==> src/rtl/acs_pkg.sv <==
package acs_pkg;
  localparam int MODE_REG_W  = 8;
  localparam int OPMODE_W    = 3;
  localparam int GAIN_CODE_W = 3;
  localparam int GAIN_MULT_W = 1 << GAIN_CODE_W;
  localparam int CHAN_W      = 3;
  localparam int PAIR_W      = 2;

  typedef enum logic [OPMODE_W-1:0] {
    OP_NORMAL    = 3'b000,
    OP_SELF      = 3'b001,
    OP_SYS_ZERO  = 3'b010,
    OP_SYS_FULL  = 3'b011,
    OP_SYS_OFFS  = 3'b100,
    OP_BACKGND   = 3'b101,
    OP_SELF_ZERO = 3'b110,
    OP_SELF_FULL = 3'b111
  } opmode_e;

  typedef struct packed {
    logic full;
    logic ext;
    logic last;
  } step_t;

  function automatic step_t step_of(input logic [OPMODE_W-1:0] code, input logic idx);
    step_t s;
    s = '{full: 1'b0, ext: 1'b0, last: 1'b1};
    case (opmode_e'(code))
      OP_SELF:      s = idx ? '{full: 1'b1, ext: 1'b0, last: 1'b1}
                            : '{full: 1'b0, ext: 1'b0, last: 1'b0};
      OP_SYS_ZERO:  s = '{full: 1'b0, ext: 1'b1, last: 1'b1};
      OP_SYS_FULL:  s = '{full: 1'b1, ext: 1'b1, last: 1'b1};
      OP_SYS_OFFS:  s = idx ? '{full: 1'b1, ext: 1'b0, last: 1'b1}
                            : '{full: 1'b0, ext: 1'b1, last: 1'b0};
      OP_SELF_ZERO: s = '{full: 1'b0, ext: 1'b0, last: 1'b1};
      OP_SELF_FULL: s = '{full: 1'b1, ext: 1'b0, last: 1'b1};
      default:      s = '{full: 1'b0, ext: 1'b0, last: 1'b1};
    endcase
    return s;
  endfunction

  function automatic logic [PAIR_W-1:0] pair_of(input logic [CHAN_W-1:0] ch);
    logic [PAIR_W-1:0] p;
    case (ch)
      3'b000, 3'b100: p = 2'd0;
      3'b001, 3'b101: p = 2'd1;
      default:        p = 2'd2;
    endcase
    return p;
  endfunction
endpackage

==> src/rtl/acs_regs.sv <==
module acs_regs
  import acs_pkg::*;
#(
  parameter logic [MODE_REG_W-1:0] MODE_RST = 8'h00,
  parameter logic [CHAN_W-1:0]     CHAN_RST = 3'b100
) (
  input  logic                  clk,
  input  logic                  rst,
  input  logic                  wr_mode,
  input  logic [MODE_REG_W-1:0] wr_mode_data,
  input  logic                  wr_chan,
  input  logic [CHAN_W-1:0]     wr_chan_data,
  input  logic                  clr_opmode,
  output logic [MODE_REG_W-1:0] mode_q,
  output logic [CHAN_W-1:0]     chan_q
);
  localparam int OP_LSB = MODE_REG_W - OPMODE_W;

  always_ff @(posedge clk) begin
    if (rst) begin
      mode_q <= MODE_RST;
    end else if (wr_mode) begin
      mode_q <= wr_mode_data;
    end else if (clr_opmode) begin
      mode_q[MODE_REG_W-1:OP_LSB] <= OP_NORMAL;
    end
  end

  always_ff @(posedge clk) begin
    if (rst) chan_q <= CHAN_RST;
    else if (wr_chan) chan_q <= wr_chan_data;
  end


  opmode_autoclear_chk: assert property (@(posedge clk) disable iff (rst)
    (clr_opmode && !wr_mode) |=> (mode_q[MODE_REG_W-1:OP_LSB] == OP_NORMAL));


  write_wins_chk: assert property (@(posedge clk) disable iff (rst)
    wr_mode |=> (mode_q == $past(wr_mode_data)));
endmodule

==> src/rtl/acs_decode.sv <==
module acs_decode
  import acs_pkg::*;
(
  input  logic                   clk,
  input  logic                   rst,
  input  logic [CHAN_W-1:0]      chan_q,
  input  logic [GAIN_CODE_W-1:0] gain_code,
  output logic [PAIR_W-1:0]      cal_pair,
  output logic [GAIN_MULT_W-1:0] gain_mult
);
  always_comb cal_pair = pair_of(chan_q);

  for (genvar i = 0; i < GAIN_MULT_W; i++) begin : g_gain
    assign gain_mult[i] = (gain_code == GAIN_CODE_W'(i));
  end


  pair_range_chk: assert property (@(posedge clk) disable iff (rst)
    cal_pair != 2'b11);


  gain_onehot_chk: assert property (@(posedge clk) disable iff (rst)
    $countones(gain_mult) == 1);
endmodule

==> src/rtl/acs_seq.sv <==
module acs_seq
  import acs_pkg::*;
#(
  parameter int BG_SLOT_CONVS = 5
) (
  input  logic                clk,
  input  logic                rst,
  input  logic                wr_mode,
  input  logic [OPMODE_W-1:0] wr_code,
  input  logic [OPMODE_W-1:0] cur_code,
  input  logic                hold,
  input  logic                conv_done,
  input  logic                cal_step_done,
  input  logic                rd_done,
  input  logic [PAIR_W-1:0]   cal_pair,
  output logic                clr_opmode,
  output logic                drdy,
  output logic                word_strobe,
  output logic                step_active,
  output logic                step_full,
  output logic                step_ext,
  output logic                cal_wr_en,
  output logic                cal_wr_full,
  output logic [PAIR_W-1:0]   cal_wr_pair
);
  localparam int CNT_W = (BG_SLOT_CONVS < 2) ? 1 : $clog2(BG_SLOT_CONVS);
  localparam logic [CNT_W-1:0] CNT_LAST = CNT_W'(BG_SLOT_CONVS - 1);

  typedef enum logic [2:0] {
    S_NORM, S_CAL, S_WAIT, S_BGCONV, S_BGSLOT
  } state_e;

  state_e            state;
  logic              idx;
  logic [CNT_W-1:0]  slot_cnt;
  step_t             cur_step;

  always_comb cur_step = step_of(cur_code, idx);

  always_comb begin
    clr_opmode  = !wr_mode && !hold && (state == S_CAL) && cal_step_done && cur_step.last;
    step_active = (state == S_CAL) || (state == S_BGSLOT);
    step_full   = (state == S_CAL) && cur_step.full;
    step_ext    = (state == S_CAL) && cur_step.ext;
  end

  always_ff @(posedge clk) begin
    if (rst) begin
      state       <= S_NORM;
      idx         <= 1'b0;
      slot_cnt    <= '0;
      drdy        <= 1'b1;
      word_strobe <= 1'b0;
      cal_wr_en   <= 1'b0;
      cal_wr_full <= 1'b0;
      cal_wr_pair <= '0;
    end else begin
      word_strobe <= 1'b0;
      cal_wr_en   <= 1'b0;
      if (rd_done) drdy <= 1'b1;
      if (wr_mode) begin
        idx      <= 1'b0;
        slot_cnt <= '0;
        case (opmode_e'(wr_code))
          OP_NORMAL:  state <= S_NORM;
          OP_BACKGND: state <= S_BGCONV;
          default: begin
            state <= S_CAL;
            drdy  <= 1'b1;
          end
        endcase
      end else if (!hold) begin
        case (state)
          S_NORM, S_BGCONV: begin
            if (conv_done) begin
              drdy        <= 1'b0;
              word_strobe <= 1'b1;
              if (state == S_BGCONV) begin
                state    <= S_BGSLOT;
                slot_cnt <= '0;
              end
            end
          end
          S_BGSLOT: begin
            if (conv_done) begin
              if (slot_cnt == CNT_LAST) begin
                cal_wr_en   <= 1'b1;
                cal_wr_full <= 1'b0;
                cal_wr_pair <= cal_pair;
                state       <= S_BGCONV;
              end else begin
                slot_cnt <= slot_cnt + 1'b1;
              end
            end
          end
          S_CAL: begin
            if (cal_step_done) begin
              cal_wr_en   <= 1'b1;
              cal_wr_full <= cur_step.full;
              cal_wr_pair <= cal_pair;
              if (cur_step.last) state <= S_WAIT;
              else idx <= 1'b1;
            end
          end
          S_WAIT: begin
            if (conv_done) begin
              drdy        <= 1'b0;
              word_strobe <= 1'b1;
              state       <= S_NORM;
            end
          end
          default: state <= S_NORM;
        endcase
      end
    end
  end


  cal_drdy_high_chk: assert property (@(posedge clk) disable iff (rst)
    (state == S_CAL) |-> drdy);


  hold_no_fall_chk: assert property (@(posedge clk) disable iff (rst)
    hold |=> !$fell(drdy));


  strobe_drdy_chk: assert property (@(posedge clk) disable iff (rst)
    word_strobe |-> !drdy);


  bg_zero_only_chk: assert property (@(posedge clk) disable iff (rst)
    (cal_wr_en && state == S_BGCONV) |-> !cal_wr_full);
endmodule

==> src/rtl/adc_cal_sequencer.sv <==
module adc_cal_sequencer
  import acs_pkg::*;
#(
  parameter int                    BG_SLOT_CONVS = 5,
  parameter logic [MODE_REG_W-1:0] MODE_RST      = 8'h00,
  parameter logic [CHAN_W-1:0]     CHAN_RST      = 3'b100
) (
  input  logic                   clk,
  input  logic                   rst,
  input  logic                   wr_mode,
  input  logic [MODE_REG_W-1:0]  wr_mode_data,
  input  logic                   wr_chan,
  input  logic [CHAN_W-1:0]      wr_chan_data,
  input  logic                   conv_done,
  input  logic                   cal_step_done,
  input  logic                   rd_done,
  output logic [MODE_REG_W-1:0]  mode_q,
  output logic [CHAN_W-1:0]      chan_q,
  output logic [GAIN_MULT_W-1:0] gain_mult,
  output logic                   burnout_en,
  output logic                   filt_hold,
  output logic                   drdy,
  output logic                   word_strobe,
  output logic                   step_active,
  output logic                   step_full,
  output logic                   step_ext,
  output logic [PAIR_W-1:0]      cal_pair,
  output logic                   cal_wr_en,
  output logic                   cal_wr_full,
  output logic [PAIR_W-1:0]      cal_wr_pair
);
  localparam int OP_LSB   = MODE_REG_W - OPMODE_W;
  localparam int GAIN_LSB = OP_LSB - GAIN_CODE_W;

  logic clr_opmode;

  acs_regs #(.MODE_RST(MODE_RST), .CHAN_RST(CHAN_RST)) u_regs (
    .clk(clk), .rst(rst),
    .wr_mode(wr_mode), .wr_mode_data(wr_mode_data),
    .wr_chan(wr_chan), .wr_chan_data(wr_chan_data),
    .clr_opmode(clr_opmode),
    .mode_q(mode_q), .chan_q(chan_q)
  );

  acs_decode u_dec (
    .clk(clk), .rst(rst),
    .chan_q(chan_q),
    .gain_code(mode_q[OP_LSB-1:GAIN_LSB]),
    .cal_pair(cal_pair),
    .gain_mult(gain_mult)
  );

  acs_seq #(.BG_SLOT_CONVS(BG_SLOT_CONVS)) u_seq (
    .clk(clk), .rst(rst),
    .wr_mode(wr_mode),
    .wr_code(wr_mode_data[MODE_REG_W-1:OP_LSB]),
    .cur_code(mode_q[MODE_REG_W-1:OP_LSB]),
    .hold(filt_hold),
    .conv_done(conv_done), .cal_step_done(cal_step_done), .rd_done(rd_done),
    .cal_pair(cal_pair),
    .clr_opmode(clr_opmode),
    .drdy(drdy), .word_strobe(word_strobe),
    .step_active(step_active), .step_full(step_full), .step_ext(step_ext),
    .cal_wr_en(cal_wr_en), .cal_wr_full(cal_wr_full), .cal_wr_pair(cal_wr_pair)
  );

  assign burnout_en = mode_q[1];
  assign filt_hold  = mode_q[0];


  hold_no_write_chk: assert property (@(posedge clk) disable iff (rst)
    (filt_hold && !wr_mode) |=> !cal_wr_en);
endmodule

==> config.mk <==
export PLATFORM = sky130hd
export DESIGN_NAME = adc_cal_sequencer
export DESIGN_NICKNAME = d
export VERILOG_FILES = /design/src/rtl/acs_pkg.sv /design/src/rtl/acs_regs.sv /design/src/rtl/acs_decode.sv /design/src/rtl/acs_seq.sv /design/src/rtl/adc_cal_sequencer.sv
export SDC_FILE = /design/constraint.sdc
export NUM_CORES = 1
export LEC_CHECK = 0
export BUFFER_PORTS_ARGS = -buffer_cell sky130_fd_sc_hd__buf_2
export CAP_MARGIN = 20
export CORE_UTILIZATION = 43
export CTS_CLUSTER_DIAMETER = 40
export DETAILED_ROUTE_END_ITERATION = 16
export GPL_TIMING_DRIVEN = 0
export PLACE_DENSITY = 0.86
export SYNTH_ARGS = -nofsm -noshare
export SYNTH_HDL_FRONTEND = slang
export SYNTH_SLANG_ARGS = --single-unit
export TNS_END_PERCENT = 30
==> constraint.sdc <==
create_clock -name clk -period 1.71 [get_ports clk]
set_input_delay 0 -clock clk [delete_from_list [all_inputs] [get_ports clk]]
set_output_delay 0 -clock clk [all_outputs]
set_load 0.02 [all_outputs]
Yosys cells after proc, flatten, opt, wreduce, memory -nomap -nowiden. Cells that the tools add are included.

Bits in read-only memories: 0. Bits in latches: 0. Word-level logic and storage cells: 120. Output and inout port bits: 32. Flip-flop bits (word level): 24. Memories kept: 0. Bits in writable memories: 0.

Add/sub/neg operators: 1. Multiplexer cells: 41. Shift operators: 0. Divide/modulo/power cells: 0. Bitwise logic cells: 4. Magnitude comparators: 0. Reduce and logical (&&, ||, !) cells: 28. $mul: 0. Eq/ne operators: 35.

Operators by type and width (number): 2-to-1 mux 3 bit (17); == test 3 bit (second input constant) (11); == test 3 x 2 -> 1 bit (second input constant) (6); inequality test 3 bit (second input constant) (5); one-hot mux 3 bit (5 select lines) (1); 2-to-1 mux 1 bit (13); == test 3 x 1 -> 1 bit (second input constant) (4); logical NOT 3 bit (4); inequality test 2 bit (second input constant) (6); one-hot mux 2 bit (2 select lines) (3); one-hot mux 3 bit (4 select lines) (1); AND reduction 6 bit (2); OR reduction 2 bit (5); AND reduction 8 bit (1); logical AND 1 bit (6); 2-to-1 mux 2 bit (3); inequality test 3 x 2 -> 1 bit (second input constant) (2); one-hot mux 3 bit (2 select lines) (1); nonzero test 2 bit (3); OR reduction 3 bit (2); NOT 1 bit (4); one-hot mux 1 bit (2 select lines) (2); AND reduction 4 bit (1); OR reduction 4 bit (1); 4 further kinds (5).

Depth between registers and ports, before layout.
Word-level depth: 7. Gate-level depth with buffers: 9.

By module. A second synthesis with hierarchy kept.

Cell total of the unflattened synthesis: 158. Area, all modules: 1356.3 µm².

By module, submodules not included: acs_seq (cells an instance 108, area an instance 867.1 µm², instances 1, seq. area each 260.2 µm²); acs_regs (cells an instance 38, area an instance 399.1 µm², instances 1, seq. area each 220.2 µm²); acs_decode (cells an instance 10, area an instance 75.1 µm², instances 1, seq. area each 0.0 µm²); adc_cal_sequencer (cells an instance 2, area an instance 15.0 µm², instances 1, seq. area each 0.0 µm²).

Worst setup path before layout. Ideal clock, no wire load.

Kind: flip-flop to flip-flop. Start point: register u_seq.state[1]. End point: register u_seq.cal_wr_full. Setup slack: -0.083 ns. Required time: 1.582 ns. Buffers on the path: 3. Arrival time: 1.665 ns. Stages on the path, launching flop included: 9. Cells stage by stage: dfxtp_1 -> buf_4 -> or3b_1 -> buf_6 -> nand2_4 -> or3b_1 -> buf_2 -> mux2i_1 -> nor2_1.

Longest elaborated chain between the ends: 3.

RTL lines: from (decl) (line acs_seq.sv:33) `state_e state;`; from (signal assigned) (line acs_seq.sv:49) `state <= S_NORM;`; from (signal assigned) (line acs_seq.sv:65) `OP_NORMAL: state <= S_NORM;`; from (signal assigned) (line acs_seq.sv:66) `OP_BACKGND: state <= S_BGCONV;`; == test 3 bit or == test 3 x 1 -> 1 bit (tied branches) (line acs_seq.sv:73) `case (state)`; inequality test 2 bit (no line) or nonzero test 2 bit (tied branches); AND reduction 6 bit (no line); to (signal assigned) (line acs_seq.sv:99) `cal_wr_full <= cur_step.full;`; to (decl) (line acs_seq.sv:23) `output logic cal_wr_full,`.

Parallel ways exist; a longest one is shown, timed or not. A chain may end at the register's enable or synchronous reset.

Worst setup path after layout.
Start point: register u_seq.state[0]. End point: register u_seq.cal_wr_full.

Same word-level chain as after synthesis.

==> Flow_metrics.wiki <==
{| class="wikitable"
! Metric !! Value
|-
| Critical path endpoint category || flip-flop
|-
| Iteration-0 DRC Markers || 22
|-
| TritonCTS clock tree || done
|-
| Final sum of negative setup slack || -91.4 ps
|-
| Clock root buffer master || sky130_fd_sc_hd__clkbuf_4
|-
| Critical setup path kind || reg -> reg
|-
| Worst slack after detailed placement || -178 ps
|-
| Final setup viols || 3
|-
| Core Rows || 19
|-
| Power density normalized to cell area || 705 mW/mm²
|-
| Number of clock sinks || 24
|-
| Final cell utilization of the core || 69.1%
|-
| Average wire per standard cell || around 13 µm
|-
| Drt drc || 0
|-
| Hold_ws || about 30 ps
|-
| Number of port buffers || 48
|-
| Sum of routed wire length over all layers || about 3400 µm
|-
| Largest fanout of any net on the critical path || 6
|-
| Cell chain of the critical path || inv_2 > or3_4 > nand2_4 > or3b_4 > mux2i_1 > nor2_1
|-
| Number of register bits inferred by synthesis || 24
|-
| Height of the chip || 56.0 µm
|-
| Crit share post-route || 103%
|-
| Number of diodes added for antenna fixing || 0
|-
| RePlAce Congestion || 0.871
|-
| Reported leakage power || ~0.9 nW
|-
| Clock skew || just over 5 ps
|-
| Most frequent cells in the layout || sky130_fd_sc_hd__buf_2, sky130_fd_sc_hd__nor2_1, sky130_fd_sc_hd__dfxtp_1
|-
| Required time worst endpoint || slightly below 2000 ps
|-
| Final Hold Violating Endpoints || 0
|-
| Initial core utilization || between 40% and 50%
|-
| Proportion of synthesized chip area in sequential cells || about two fifths
|-
| CTS H-tree depth || 1
|-
| First-pass GRT wire length || around 5500 µm
|-
| Net count, final || 247
|-
| Antenna Nets Post-Route || 0
|-
| Grt ovf || 0
|-
| Status || complete, but fails checks
|-
| Biggest area contributors in the synthesized netlist || sky130_fd_sc_hd__dfxtp_1, sky130_fd_sc_hd__mux2i_1, sky130_fd_sc_hd__nor2_1
|-
| Biggest area consumer among synthesized cells || sky130_fd_sc_hd__dfxtp_1
|-
| Die area || about 0.0031 mm²
|-
| Clock period minus final worst setup slack || between 1500 and 2000 ps
|-
| GR Util All Layers || 22.1%
|-
| Worst slew margin relative to its limit || around three fifths
|-
| DR vias || between 1,000 and 1,500
|-
| Count of TritonRoute iterations in the first routing pass || 4
|-
| Classification of the worst-slack hold path || in -> reg
|-
| Clock input transition at the sequential cells of the worst setup and hold paths || 130 ps
|-
| Hpwl dp || slightly above 2000 µm
|-
| Netlist area before placement || roughly 0.0013 mm²
|-
| Primary flip-flop cell chosen by synthesis mapping || sky130_fd_sc_hd__dfxtp_1
|-
| Crit path buffers/inverters || 1
|-
| Slowest cell on crit path || sky130_fd_sc_hd__or3_4
|-
| Failing checks || setup timing
|-
| Distinct cell type count of the synthesized netlist || 40
|-
| Average size of a mapped cell || ~8.4 µm²
|-
| Critical path's largest stage delay || between 400 and 500 ps
|-
| Startpoint class of the critical path || flip-flop
|-
| Synthesized Nets || 170
|-
| FMAX || 570 MHz
|-
| Clock network latency to the later pin of the worst-skew pair || ~320 ps
|-
| Largest net degree at the start of global routing || 15
|-
| Number of vias per cell || 5.15
|-
| Share of synthesized flip-flops with an asynchronous set or reset || 0%
|-
| Worst-margin pin slew || around 570 ps
|-
| Width of the chip || between 50 and 60 µm
|-
| Number of cells produced by synthesis || 150
|-
| Antenna violations before repair || 0
|-
| Number of buffers created by CTS || 3
|-
| Proportion of layout cells with a drive suffix above 1 || between 30 and 40%
|-
| Arrival time at the worst endpoint || between 1500 and 2000 ps
|-
| Floorplan Core Area || 0.00276 mm²
|-
| Peak supply drop || between 0.7 and 0.8 mV
|-
| Total number of yosys warnings || 0
|-
| Most common cell after layout, fill and taps aside || sky130_fd_sc_hd__buf_2
|-
| Number of buffers on the longest clock path || 2
|-
| Cell family with the largest share of critical-path delay || simple AND/OR/NAND/NOR gates
|-
| Number of global-route vias before repair || around 1,300
|-
| Final setup slack of the worst path || -43.1 ps
|-
| Maximum Capacitance Violations || 0
|-
| Number of pins with negative max-slew slack in the final report || 0
|-
| Unrepaired setup endpoints after global routing || yes
|-
| Number of synthesized flops with an enable pin || 0
|-
| Total I/O pin count || 50
|-
| Area Overhead vs Synth || 52.1%
|-
| Area share of the largest cell type after synthesis || a little under two fifths
|}
## report_power, final
part / internal (mW) / leakage (nW) / switching [mW]
registers: 0.582 / 0.199 / 0.0232
logic: 0.152 / 0.673 / 0.176
clock network: 0.237 / 0.0279 / 0.173
total: 0.972 / 0.900 / 0.372
## metal layers
metal  wire, µm  global-route usage, %
met4         76                   8.71
met1       1380                   25.7
met3        227                   4.42
met2       1730                   39.6
met5          0                      0
## area by class of cell
class,instances,area [µm²]
Clock inverter,1,30.0
Timing Repair Buffer,74,478
Inverter,7,26.3
Multi-Input combinational cell,105,754
Fill cell,198,851
Tap cell,31,38.8
Clock buffer,3,22.5
Sequential cell,24,489
Buffer,12,67.6
## cell usage after synthesis (all sizes together) (3+ instances only)
master  count
nor2       26
dfxtp      24
mux2i      14
a21oi       8
nand2       8
buf         7
clkbuf      7
inv         7
nor3        6
nor3b       4
o21ai       4
a22oi       3
and3        3
nor2b       3
## cell families after synthesis
group                    synth area share, %
AND/OR/NAND/NOR                         26.8
adder cells (fa/ha/maj)                 2.00
AO/OA/AOI/OAI                           11.4
buffers and inverters                   8.18
XOR/XNOR                                2.10
multiplexers                            11.2
flip-flops                              38.3
## worst register-to-register path: stages (launching register included)
cell and delay, ps:
sky130_fd_sc_hd__dfxtp_2 410, sky130_fd_sc_hd__inv_2 90, sky130_fd_sc_hd__or3_4 430, sky130_fd_sc_hd__nand2_4 80, sky130_fd_sc_hd__or3b_4 410, sky130_fd_sc_hd__mux2i_1 170, sky130_fd_sc_hd__nor2_1 60
## per-stage QoR
stage / instances / total power [mW] / area (µm²)
after floorplan: 150 / 0.790 / 1250
after global placement: 229 / 0.869 / 1530
after detailed placement: 229 / 0.874 / 1530
after CTS: 257 / 1.34 / 1880
after global routing: 257 / 1.41 / 1910
final: 257 / 1.34 / 1910
## state kept, by name, indices dropped and copies added, names as in the netlist
| signal | count |
|---|---|
| u_seq.slot_cnt | 3 |
| u_seq.word_strobe | 1 |
| u_seq.cal_wr_pair | 2 |
| u_seq.state | 3 |
| u_seq.drdy | 1 |
| u_seq.cal_wr_en | 1 |
| u_regs.mode_q | 8 |
| u_seq.idx | 1 |
| u_seq.cal_wr_full | 1 |
| u_regs.chan_q | 3 |
## repair_timing
action | in CTS | in global routing
endpoints found under the setup margin | 9 | 13
pin swaps | 6 | 3
hold buffers | 17 | 0
setup buffers | 9 | 0
hold endpoints to repair | 16 | 0
resized for setup | 17 | 7
## final timing paths
| check | startpoint | to | slack (ps) | depth (start not counted) |
|---|---|---|---|---|
| hold / removal | wr_chan | u_regs.chan_q[1]$_SDFFE_PP0P_ | 30 | 3 |
| setup / recovery | u_seq.state[0]$_SDFFE_PP0P_ | u_seq.cal_wr_full$_SDFFE_PP0P_ | -40 | 6 |
| setup reg to reg | u_seq.state[0]$_SDFFE_PP0P_ | u_seq.cal_wr_full$_SDFFE_PP0P_ | -40 | 6 |
| hold reg to reg | u_seq.cal_wr_pair[0]$_SDFFE_PP0P_ | u_seq.cal_wr_pair[0]$_SDFFE_PP0P_ | 510 | 2 |
Power figures use the tool's default switching activity.
